===== src/rtl/aging_lru.sv =====
module aging_lru #(
  parameter int NPAGES = 8,
  parameter int CW     = 8,
  localparam int IW    = (NPAGES > 1) ? $clog2(NPAGES) : 1,
  localparam int P2    = 1 << IW
) (
  input  logic          clk,
  input  logic          rst_n,
  input  logic          tick,
  input  logic          acc_valid,
  input  logic [IW-1:0] acc_page,
  input  logic          load_valid,
  input  logic [IW-1:0] load_page,
  output logic [IW-1:0] victim_page,
  output logic [CW-1:0] victim_age
);

  logic [NPAGES-1:0][CW-1:0] cnt;
  logic [NPAGES-1:0]         refb;

  always_ff @(posedge clk) begin
    if (!rst_n) begin
      cnt  <= '0;
      refb <= '0;
    end else begin
      for (int i = 0; i < NPAGES; i++) begin
        if (load_valid && load_page == IW'(i)) begin
          cnt[i]  <= '0;
          refb[i] <= 1'b1;
        end else begin
          if (tick) cnt[i] <= {refb[i], cnt[i][CW-1:1]};
          refb[i] <= (acc_valid && acc_page == IW'(i)) | (refb[i] & ~tick);
        end
      end
    end
  end

  logic [2*P2-2:0][CW:0]   nval;
  logic [2*P2-2:0][IW-1:0] nidx;

  for (genvar j = 0; j < P2; j++) begin : g_leaf
    if (j < NPAGES) begin : g_real
      assign nval[P2-1+j] = {1'b0, cnt[j]};
    end else begin : g_pad
      assign nval[P2-1+j] = {1'b1, {CW{1'b0}}};
    end
    assign nidx[P2-1+j] = IW'(j);
  end

  for (genvar k = 0; k < P2-1; k++) begin : g_node
    logic take_r;
    assign take_r  = nval[2*k+2] < nval[2*k+1];
    assign nval[k] = take_r ? nval[2*k+2] : nval[2*k+1];
    assign nidx[k] = take_r ? nidx[2*k+2] : nidx[2*k+1];
  end

  always_ff @(posedge clk) begin
    if (!rst_n) begin
      victim_page <= '0;
      victim_age  <= '0;
    end else begin
      victim_page <= nidx[0];
      victim_age  <= nval[0][CW-1:0];
    end
  end

endmodule


===== config.mk =====
export PLATFORM = sky130hd
export DESIGN_NAME = aging_lru
export DESIGN_NICKNAME = d
export VERILOG_FILES = /design/src/rtl/aging_lru.sv
export SDC_FILE = /design/constraint.sdc
export NUM_CORES = 1
export LEC_CHECK = 0
export BUFFER_PORTS_ARGS = -buffer_cell sky130_fd_sc_hd__buf_2
export CORE_MARGIN = 1
export CORE_UTILIZATION = 25
export DETAILED_ROUTE_END_ITERATION = 7
export GPL_ROUTABILITY_DRIVEN = 0
export PLACE_DENSITY = 0.4
export SYNTH_ARGS = -nofsm -noshare
export SYNTH_HDL_FRONTEND = slang
export SYNTH_SLANG_ARGS = --single-unit
export TNS_END_PERCENT = 100

===== constraint.sdc =====
create_clock -name clk -period 5.02 [get_ports clk]
set_input_delay 0.753 -clock clk [delete_from_list [all_inputs] [get_ports clk]]
set_output_delay 0.753 -clock clk [all_outputs]
set_load 0.02 [all_outputs]

Yosys cells after proc, flatten, opt, wreduce, memory -nomap -nowiden
Index checks and enable logic that the tools add are counted.

$lt $le $gt $ge: 7. Bitwise gates (word level): 18. Equality and inequality tests: 14. Muxes and demuxes: 22. Reduce and logical (&&, ||, !) cells: 26.

Operators by type and width (count): 8-bit two-way mux (7); 8-bit < comparator (4); 9-bit < comparator (3); 3-bit equality test (second input constant) (8); 1-bit logical AND (16); 2-bit OR reduction (8); 3-bit by 2-bit equality test with 1-bit output (second input constant) (4); 1-bit two-way mux (12); 3-bit two-way mux (3); 1-bit AND (8); 1-bit bitwise OR (8); 3-bit by 1-bit equality test with 1-bit output (second input constant) (2); 3-bit zero test (2); 1-bit NOT (2).

Output and inout port bits: 11. Bits of input ports: 11. Logic and storage cells: 98. Bits in registers: 83.

Logic depth before layout (Yosys ltp)
Gate-level depths: netlist of run 1.

Depth in word-level cells: 6. Gate-level depth with buffers: 29. Mapped depth without buffers: 27.

Least setup slack after synthesis of run 1
Ideal clock, no wire load.

Kind: register to register. Start: register cnt[18] (netlist bit). End: register victim_age[5]. Library setup time: 133 ps. Data arrival time: 4781 ps. Path slack: 106 ps. Required time: 4887 ps. Stages on the path, launching flop included: 29. Cell sequence: dfxtp_1 inv_1 ha_1 a21o_1 a31oi_1 o21ai_1 o41ai_2 clkbuf_1 a21oi_1 inv_1 ha_1 a21o_1 a21o_1 a21oi_1 o31ai_1 clkbuf_1 o21ai_1 o31ai_1 ha_1 a21oi_1 nor2b_1 o21ai_0 nand2b_1 a21oi_1 o21ai_0 a41oi_1 a31oi_1 buf_6 mux2i_1.

Cells in the longest elaborated chain, start to end: 6.

Ends and longest elaborated chain: from (decl) (RTL line 18) `logic [NPAGES-1:0][CW-1:0] cnt;`; from (signal, indexed assignment) (RTL line 31) `if (tick) cnt[i] <= {refb[i], cnt[i][CW-1:1]};`; 8-bit < comparator (RTL line 52) `assign take_r = nval[2*k+2] < nval[2*k+1];`; 8-bit two-way mux * (RTL line 53) `assign nval[k] = take_r ? nval[2*k+2] : nval[2*k+1];`; 9-bit < comparator (RTL line 52); 8-bit two-way mux * (RTL line 53); 9-bit < comparator (RTL line 52); 8-bit two-way mux * (RTL line 53); to (signal assigned) (RTL line 63) `victim_age <= nval[0][CW-1:0];`; to (decl) (RTL line 15) `output logic [CW-1:0] victim_age`.

Every way passes the cells marked *; elsewhere a longest branch is shown, timed or not. A chain may end at the register's enable or synchronous reset.

Worst setup path in the final report of run 1
Start: register cnt[55] (netlist bit). End: register victim_age[7].

Same word-level chain as after synthesis.

==> impl_metrics.py, run 1 <==
metrics = {
    "clocking": {
        "htreeDepth": 3,
        "numCtsBuffers": 9,
        "clkSinkCount": 83,
        "cts.clk_slew.worst_paths_ns": 0.07,
        "clk_path_buf_depth": 2,
        "clock_latency_ns": 0.35,
        "clockRootBuffer": "clkbuf_16",
        "postCtsHoldBufs": 0,
        "cts_tree": "built",
    },
    "critical_path": {
        "crit_type": "reg -> reg",
        "arrival_ns": 5.00,
        "cp_max_fo": 7,
        "path_buf_inv": 4,
        "end_kind": "flop",
        "cpPeakStageDelay_ns": 0.34,
        "worst_ep_required_time_ns": 5.22,
        "critical-path-top-delay-family": "compound AO/OA/AOI/OAI gates",
        "slowest_stage": "dfxtp_2",
        "start_kind": "flop",
    },
    "sta": {
        "layout_setup_ws_ns": 0.2222,
        "min_period_ns": 4.798,
        "setup_viol": 0,
        "tightestPinTransition_ns": 0.8175,
        "finalHoldViolCount": 0,
        "fmax_mhz": 208.4,
        "finalCritPeriodShare_pct": 95.57,
        "timing.hold.ws_ns": 0.4948,
        "slew_violations": 0,
        "slew_headroom_pct": 45.13,
        "skew_ns": 0.01103,
    },
    "pwr": {
        "p_leak_nw": 2.724,
        "power.internal_mw": 1.151,
        "powerDensity_nw_per_um2": 253.1,
        "power.share.sequential_pct": 43.1,
        "switching_power_uw": 412.8,
        "p_sw_share_pct": 26.41,
        "vdd_ir_drop_max_uv": 167.8,
        "power.share.combinational_pct": 13.6,
        "p_clk_share_pct": 43.3,
    },
    "global_route": {
        "antenna_found_initial": 0,
        "grt_pass1_wl_mm": 19.86,
        "grt_pass1_vias": 3765,
        "grt_overflow": 0,
        "track_usage_pct": 12.64,
        "grt_max_degree": 39,
    },
    "synthesis": {
        "postSynthAreaPerCell_um2": 8.837,
        "synth_edf_count": 0,
        "yosysWarnings": 0,
        "syn_inst": 560,
        "synth_seq_cells": 83,
        "syn-cell-area_um2": 4948,
        "seq_area_frac_synth_pct": 33.58,
        "syn_nets": 619,
        "synth-async-reset-ratio_pct": 0,
        "synth_flop_cell": "dfxtp_1",
        "ys_types": 47,
    },
    "layout": {
        "fillers": 2077,
        "seqCellArea_um2": 1674,
        "n_antenna_cell": 0,
        "nets": 664,
        "drive_gt1_share_pct": 20.98,
        "syn2layout_area_growth_pct": 24.83,
        "fin_util_pct": 31.74,
        "multi_input_area_um2": 3316,
    },
    "place": {
        "place_ws_ns": -0.1740,
        "hpwl_mm": 9.316,
        "io_buffers": 21,
    },
    "floorplan": {
        "row_count": 51,
        "ios": 22,
        "die-area_um2": 20360,
        "die-height_um": 142.7,
        "initial_core_util_pct": 25.43,
        "fp.coreArea_um2": 19460,
        "die_w_um": 142.7,
    },
    "route": {
        "ant_nets": 0,
        "drt-pass1-iter-count": 4,
        "drtIter0Drc": 124,
        "num_vias": 3986,
        "drc": 0,
        "routed_wl_mm": 12.35,
        "via_per_inst": 4.555,
        "wl_per_cell_um": 14.11,
    },
    "run_status": {
        "outcome": "finished clean",
    },
    "hold_path": {
        "hp-class": "reg -> reg",
    },
    "run": {
        "max_cap_violations": 0,
    },
}
[worst paths after layout]
path,start,end,slack [ns],cells past startpoint
setup / recovery,cnt[55],victim_age[7],0.22,27
hold / removal,refb[7],refb[7],0.49,2
setup reg to reg,cnt[55],victim_age[7],0.22,27
hold reg to reg,refb[7],refb[7],0.49,2
[logic make-up after synthesis]
family	after synthesis	share of synthesized area, %
adder cells (fa/ha/maj)	48	12.14
multiplexers	98	20.10
buffers and inverters	67	5.436
AO/OA/AOI/OAI	113	15.35
AND/OR/NAND/NOR	151	13.40
flip-flops	83	33.58
[worst register-to-register path, cell delays in order (launching register included)]
cell and delay [ns]:
dfxtp_2 0.34, inv_1 0.07, ha_1 0.32, and4_4 0.25, nor3b_4 0.22, nor2b_2 0.08, clkdlybuf4s15_2 0.26, a21oi_2 0.19
inv_1 0.06, ha_1 0.30, a21o_1 0.13, a21oi_2 0.06, nand2_1 0.10, a21oi_1 0.05, a21o_1 0.18, a21oi_4 0.23
mux2i_2 0.30, ha_1 0.30, a21oi_1 0.15, nor2b_1 0.06, o21ai_1 0.11, nand2b_1 0.08, a21oi_2 0.14, o21ai_2 0.07
a41oi_2 0.20, a31oi_2 0.08, buf_6 0.17, mux2i_2 0.15
[flip-flops by register name, summed over array words and instances, names as in the netlist]
name	cells
cnt	64
refb	8
victim_age	8
victim_page	3
[metal layers]
layer	vias to the layer above	part of all wire, %	global-route usage [%]
met2	46	46	20.30
met3	14	3.0	2.448
met1	1851	49	16.66
met4	0	1.5	4.754
met5	-	0	0
li1	2075	-	-
[timing repair]
item,4_1_cts,5_1_grt
hold endpoints to repair,0,0
resized for setup,7,63
setup buffers,4,11
endpoints found under the setup margin,11,11
pin swaps,0,13
gates cloned,0,2
[metrics by stage]
step / std cells / setup TNS [ns] / power [mW] / area, um2
global placement: 842 / -0.8286 / 0.8714 / 5420
detailed placement: 842 / -1.181 / 0.8716 / 5420
global route: 875 / -0.4083 / 1.632 / 6177
CTS: 862 / 0 / 1.562 / 5783
finish: 875 / 0 / 1.563 / 6177
floorplan: 560 / 0 / 0.8211 / 4949
[synthesized netlist by cell type (2+ instances only)]
master | instances | area [um2]
nor3_1 | 2 | 10.01
and4_1 | 3 | 26.28
dfxtp_1 | 83 | 1662
o21a_1 | 4 | 30.03
a31oi_1 | 5 | 31.28
o21ai_0 | 9 | 45.04
o31ai_1 | 9 | 67.56
o32ai_1 | 3 | 26.28
nand2_1 | 26 | 97.59
o32a_1 | 2 | 20.02
nand4_1 | 2 | 12.51
nand2b_1 | 15 | 93.84
ha_1 | 48 | 600.6
and2_1 | 2 | 12.51
nor2_1 | 88 | 330.3
inv_1 | 46 | 172.7
o22ai_1 | 3 | 18.77
buf_2 | 2 | 10.01
a21o_1 | 8 | 60.06
clkbuf_1 | 12 | 45.04
nand3_1 | 4 | 20.02
o21ai_1 | 15 | 75.07
o311ai_0 | 8 | 70.07
nor2b_1 | 2 | 12.51
a21oi_1 | 36 | 180.2
mux2i_1 | 96 | 960.9
buf_6 | 2 | 22.52
or3_1 | 3 | 18.77
buf_1 | 4 | 15.01
[final cells by class]
class / instances / area share, %
clock buffers: 9 / 3.646
clock inverters: 7 / 1.215
inverters: 47 / 2.856
multi-input cells: 410 / 53.68
flip-flops and latches: 83 / 27.10
well taps: 265 / 5.368
repair buffers: 54 / 6.137
[layout by cell type (no fill, tap or decap), drive strengths merged, types with 9 or more instances in the layout]
cell    count
nand2b     15
dfxtp      83
clkbuf      9
ha         48
o21ai      25
nand2      26
a21oi      37
nor2       88
buf        53
mux2i      97
inv        48
o31ai       9
[power by group through the flow]
| stage | clock [mW] | sequential (mW) | combinational (mW) |
|---|---|---|---|
| final | 0.677 | 0.674 | 0.212 |
| after global routing | 0.727 | 0.675 | 0.230 |
| after CTS | 0.700 | 0.675 | 0.187 |
| after detailed placement | 0 | 0.690 | 0.181 |
| after global placement | 0 | 0.691 | 0.181 |
| after floorplan | 0 | 0.694 | 0.127 |
(Power assumes the default switching activity.)
==> inputs of run 2 (changes only) <==
--- a/config.mk
+++ b/config.mk
@@ -8,9 +8,9 @@
 export BUFFER_PORTS_ARGS = -buffer_cell sky130_fd_sc_hd__buf_2
 export CORE_MARGIN = 1
 export CORE_UTILIZATION = 25
+export CTS_BUF_LIST = sky130_fd_sc_hd__clkbuf_16
 export DETAILED_ROUTE_END_ITERATION = 7
 export GPL_ROUTABILITY_DRIVEN = 0
-export PLACE_DENSITY = 0.4
 export SYNTH_ARGS = -nofsm -noshare
 export SYNTH_HDL_FRONTEND = slang
 export SYNTH_SLANG_ARGS = --single-unit
==> run 2 against run 1 <==
Net effect: final cell count fell by 0.57%; fmax is 0.16% higher; via count fell by 0.40%; die area stayed put; power decreased by 3.8%; non-clock buffer count down 5; largest power group is now sequential cells.
==> impl_metrics.py, run 2 (synthesis results as in run 1) <==
metrics = {
    "critical_path": {
        "cpPeakStageDelay_ns": 0.35,
        "slowest_stage": "ha_1",
        "start_kind": "flop",
        "r2r-end": "victim_age[5]",
        "arrival_ns": 5.00,
        "end_kind": "flop",
        "r2r-start": "cnt[18]",
        "reg2reg_depth": 28,
        "crit_type": "reg -> reg",
        "worst_ep_required_time_ns": 5.23,
        "cp_max_fo": 6,
        "r2r_slack_ns": 0.23,
    },
    "sta": {
        "setup_tns_ns": 0,
        "slew_violations": 0,
        "setup_viol": 0,
        "fmax_mhz": 208.8,
        "slew_headroom_pct": 42.00,
        "skew_ns": 0.006069,
        "finalHoldViolCount": 0,
        "timing.hold.ws_ns": 0.4895,
        "min_period_ns": 4.790,
        "finalCritPeriodShare_pct": 95.42,
        "tightestPinTransition_ns": 0.8700,
    },
    "pwr": {
        "vdd_ir_drop_max_uv": 163.9,
        "power.share.sequential_pct": 45.0,
        "p_sw_share_pct": 25.03,
        "power.internal_mw": 1.127,
        "power.share.combinational_pct": 13.0,
        "powerDensity_nw_per_um2": 251.4,
        "switching_power_uw": 376.4,
        "total_power_mw": 1.503,
        "p_clk_share_pct": 42.0,
        "p_leak_nw": 2.723,
    },
    "global_route": {
        "grt_pass1_vias": 3698,
        "grt_max_degree": 52,
        "grt_pass1_wl_mm": 18.32,
        "grt_overflow": 0,
        "antenna_found_initial": 0,
        "track_usage_pct": 11.57,
    },
    "layout": {
        "nets": 660,
        "biggestRegsByFlops": "cnt x64, refb x8, victim_age x8",
        "n_antenna_cell": 0,
        "syn2layout_area_growth_pct": 20.86,
        "final_cell_mix": "mux2i_1, nor2_1, dfxtp_1, inv_1, ha_1",
        "final_cells": 870,
        "fillers": 2049,
        "largest_register": "cnt",
        "layout_commonest_cell": "mux2i_1",
        "drive_gt1_share_pct": 16.20,
        "largest_register_ffs": 64,
    },
    "route": {
        "via_per_inst": 4.563,
        "drt-met1-wl_mm": 5.834,
        "wl_met3_um": 337,
        "num_vias": 3970,
        "routed_wl_mm": 11.30,
        "drtIter0Drc": 152,
        "drt-pass1-iter-count": 6,
        "top_layer": "met4",
        "met2_length_mm": 4.894,
        "ant_nets": 0,
        "drc": 0,
        "wl_per_cell_um": 12.98,
    },
    "floorplan": {
        "die-area_um2": 20360,
        "fp.coreArea_um2": 19460,
        "ios": 22,
        "initial_core_util_pct": 25.43,
        "die_w_um": 142.7,
        "die-height_um": 142.7,
        "row_count": 51,
    },
    "hold_path": {
        "hp-class": "reg -> reg",
        "hp-start": "refb[7]",
        "holdPathStages": 2,
        "hold_end": "refb[7]",
    },
    "clocking": {
        "clk_path_buf_depth": 2,
        "clock_latency_ns": 0.35,
        "cts_tree": "built",
        "clockRootBuffer": "clkbuf_16",
        "htreeDepth": 3,
        "postCtsHoldBufs": 0,
        "clkSinkCount": 83,
        "cts.clk_slew.worst_paths_ns": 0.06,
        "numCtsBuffers": 9,
    },
    "run_status": {
        "outcome": "finished clean",
    },
    "place": {
        "hpwl_mm": 8.188,
        "io_buffers": 21,
        "dp.cells": 846,
    },
    "run": {
        "max_cap_violations": 0,
    },
}
run 2: cell count changes in the layout (fill, tap and decap cells not counted), moves of 3 or more:
cell      change
a21oi_1       -3
a21oi_2       +3
buf_6         -4
clkinv_1      +4
dfxtp_1       +6
dfxtp_2       -5
ha_1          +3
ha_4          -3
mux2i_1       +8
mux2i_2       -5
mux2i_4       -3
o31ai_1       +3
run 2: area by class of cell:
class	instances	area, um2	share of cell area, %
Multi-Input combinational cell	411	3208	53.64
Sequential cell	83	1664	27.82
Tap cell	265	331.6	5.544
Timing Repair Buffer	49	326.6	5.460
Clock buffer	9	225.2	3.766
Inverter	47	176.4	2.950
Clock inverter	6	48.80	0.8159
run 2: through the flow:
step / setup slack [ns] / cell area (um2) / utilization, %
CTS: 0.004941 / 5737 / 29.48
global route: -0.06183 / 5981 / 30.73
global placement: 0.1080 / 5450 / 28.00
floorplan: 0.1061 / 4949 / -
finish: 0.2298 / 5981 / 30.73
detailed placement: 0.01796 / 5450 / 28.00
run 2: power groups by stage:
stage | registers [mW] | logic [mW] | clock network [mW]
CTS | 0.677 | 0.180 | 0.649
global route | 0.677 | 0.213 | 0.681
detailed placement | 0.691 | 0.178 | 0
global placement | 0.691 | 0.178 | 0
finish | 0.677 | 0.195 | 0.631
floorplan | 0.694 | 0.127 | 0
run 2: worst max-delay path, delay by kind of cell (launching register included):
family	cells	cell delay [ns]
muxes	1	0.15
adders and majority gates	3	0.98
AOI/OAI and AO/OA	17	2.41
and+or+nand+nor	3	0.18
DFF	1	0.34
buffers and inverters	4	0.58
run 2: per-layer routing:
metal,up-vias,global-route usage [%]
li1,2066,-
met1,1822,16.04
met2,67,16.95
met3,15,2.012
met4,0,6.225
met5,-,0
run 2: worst max path at each step:
stage | from | end | slack (ns) | cells past startpoint
after floorplan | cnt[18] | victim_age[5] | 0.11 | 28
final | cnt[18] | victim_age[5] | 0.23 | 28
after global placement | cnt[50] | victim_age[6] | 0.11 | 28
after global routing | cnt[18] | victim_age[5] | -0.06 | 29
after detailed placement | cnt[18] | victim_age[5] | 0.02 | 28
after CTS | cnt[18] | victim_age[5] | 0.005 | 29
run 2: repair_timing:
item / 4_1_cts / 5_1_grt
gates resized for setup: 2 / 38
cloned: 0 / 3
hold endpoints to repair: 0 / 0
setup buffers: 0 / 6
pin swaps: 0 / 7
endpoints found under the setup margin: 2 / 11
==> inputs of run 3 (changes only) <==
--- a/config.mk
+++ b/config.mk
@@ -7,10 +7,11 @@
 export LEC_CHECK = 0
 export BUFFER_PORTS_ARGS = -buffer_cell sky130_fd_sc_hd__buf_2
 export CORE_MARGIN = 1
-export CORE_UTILIZATION = 25
+export CORE_UTILIZATION = 56
 export CTS_BUF_LIST = sky130_fd_sc_hd__clkbuf_16
 export DETAILED_ROUTE_END_ITERATION = 7
 export GPL_ROUTABILITY_DRIVEN = 0
+export PLACE_DENSITY = 0.76
 export SYNTH_ARGS = -nofsm -noshare
 export SYNTH_HDL_FRONTEND = slang
 export SYNTH_SLANG_ARGS = --single-unit
==> run 3 against run 2 <==
Net effect: the run now ends with setup timing left; clock skew is essentially flat; critical path type unchanged; die area shrank 55%; wire length grew 22%; non-clock buffer count grew 67; power grew 5.5%; critical path depth shrank 1; flip-flop and latch count is the same; first-iteration DRC count grew 72%; highest routed layer is now met5.
==> impl_metrics.py, run 3 (synthesis results as in run 1) <==
metrics = {
    "route": {
        "routed_wl_mm": 13.81,
        "drt-pass1-iter-count": 5,
        "wl_per_cell_um": 17.77,
        "drtIter0Drc": 261,
        "drc": 0,
        "via_per_inst": 6.005,
        "ant_nets": 0,
        "num_vias": 4666,
    },
    "clocking": {
        "clock_latency_ns": 0.34,
        "cts_tree": "built",
        "htreeDepth": 3,
        "clkSinkCount": 83,
        "numCtsBuffers": 9,
        "cts.clk_slew.worst_paths_ns": 0.06,
        "postCtsHoldBufs": 0,
        "clk_path_buf_depth": 2,
        "clockRootBuffer": "clkbuf_16",
    },
    "layout": {
        "final_cell_mix": "mux2i_1, nor2_1, buf_4, dfxtp_1, inv_1",
        "drive_gt1_share_pct": 26.93,
        "n_antenna_cell": 0,
        "fillers": 526,
        "nets": 726,
        "syn2layout_area_growth_pct": 29.48,
        "design_area_um2": 6407,
        "largest_register_ffs": 64,
        "final_cells": 777,
        "biggestRegsByFlops": "cnt x64, refb x8, victim_age x8",
        "layout_commonest_cell": "mux2i_1",
        "fin_util_pct": 76.44,
        "largest_register": "cnt",
    },
    "pwr": {
        "total_power_mw": 1.586,
        "powerDensity_nw_per_um2": 247.6,
        "p_sw_share_pct": 26.70,
        "p_clk_share_pct": 42.6,
        "switching_power_uw": 423.5,
        "power.share.sequential_pct": 42.6,
        "power.internal_mw": 1.163,
        "vdd_ir_drop_max_uv": 222.8,
        "power.share.combinational_pct": 14.8,
        "p_leak_nw": 3.067,
    },
    "sta": {
        "finalCritPeriodShare_pct": 100.1,
        "setup_tns_ns": -0.006909,
        "skew_ns": 0.005634,
        "slew_violations": 0,
        "setup_viol": 1,
        "min_period_ns": 5.027,
        "tightestPinTransition_ns": 1.095,
        "finalHoldViolCount": 0,
        "timing.hold.ws_ns": 0.5022,
        "slew_headroom_pct": 26.97,
        "layout_setup_ws_ns": -0.006909,
        "fmax_mhz": 198.9,
    },
    "global_route": {
        "grt_overflow": 0,
        "grt_max_degree": 66,
        "grt_pass1_vias": 4460,
        "grt_pass1_wl_mm": 20.95,
        "track_usage_pct": 29.38,
        "antenna_found_initial": 1,
    },
    "critical_path": {
        "end_kind": "flop",
        "crit_type": "reg -> reg",
        "arrival_ns": 5.22,
        "cp_max_fo": 7,
        "start_kind": "flop",
        "worst_ep_required_time_ns": 5.21,
    },
    "place": {
        "place_ws_ns": -0.6266,
        "io_buffers": 21,
        "hpwl_mm": 8.543,
        "dp.cells": 745,
        "place_area_um2": 5693,
    },
    "hold_path": {
        "hp-class": "reg -> reg",
    },
    "run_status": {
        "violations": "setup timing",
        "outcome": "finished with violations",
    },
    "floorplan": {
        "ios": 22,
        "die_w_um": 96.01,
        "initial_core_util_pct": 59.04,
        "die-area_um2": 9217,
        "fp.coreArea_um2": 8382,
        "die-height_um": 96.01,
        "row_count": 33,
    },
    "run": {
        "max_cap_violations": 0,
    },
}
run 3: path summary, 6_finish.rpt:
check                              from       endpoint  slack, ns  depth (start not counted)
worst max-delay path             cnt[4]  victim_age[5]     -0.007                         27
worst min-delay path            refb[2]        refb[2]       0.50                          2
worst max register to register   cnt[4]  victim_age[5]     -0.007                         27
worst min register to register  refb[2]        refb[2]       0.50                          2
run 3: per-layer routing:
metal / global-route usage, % / part of all wire [%]
met1: 37.10 / 43
met2: 48.58 / 48
met3: 4.660 / 5.6
met4: 14.30 / 3.7
met5: 0 / 0.094
run 3: area by class of cell:
class                      instances  area (um2)  area share, %
multi-input combinational        410        3288          51.32
clock inverter                     7       77.57          1.211
sequential                        83        1664          25.97
clock buffer                       9       225.2          3.515
inverter                          47       176.4          2.753
tap                              105       131.4          2.050
timing repair buffer             116       844.6          13.18
run 3: power groups by stage:
stage | sequential, mW | combinational [mW] | clock [mW]
6_report | 0.675 | 0.236 | 0.676
5_1_grt | 0.676 | 0.249 | 0.705
4_1_cts | 0.675 | 0.205 | 0.671
3_5_place_dp | 0.690 | 0.184 | 0
3_3_place_gp | 0.689 | 0.178 | 0
2_1_floorplan | 0.694 | 0.127 | 0
run 3: worst max-delay path: stages, from the launching register on:
cell and delay, ns:
dfxtp_1 0.35, inv_1 0.06, ha_1 0.31, and2_1 0.17, o21ai_1 0.16, o21ai_2 0.08
o41a_1 0.44, buf_6 0.18, mux2i_4 0.19, ha_4 0.29, buf_4 0.11, nand3_2 0.09
nor3_4 0.20, a21boi_2 0.22, buf_6 0.16, o21ai_2 0.08, o31ai_2 0.09, ha_1 0.31
a21oi_2 0.15, nor2b_1 0.06, o21ai_1 0.18, nand2b_1 0.10, a21oi_2 0.14, o21ai_2 0.08
a41oi_2 0.30, a31oi_4 0.08, buf_6 0.17, mux2i_1 0.13
run 3: repair_timing:
item	4_1_cts	5_1_grt
gates cloned	1	0
gates resized for setup	8	53
buffers inserted	8	7
pin swaps	3	19
endpoints found under the setup margin	10	11
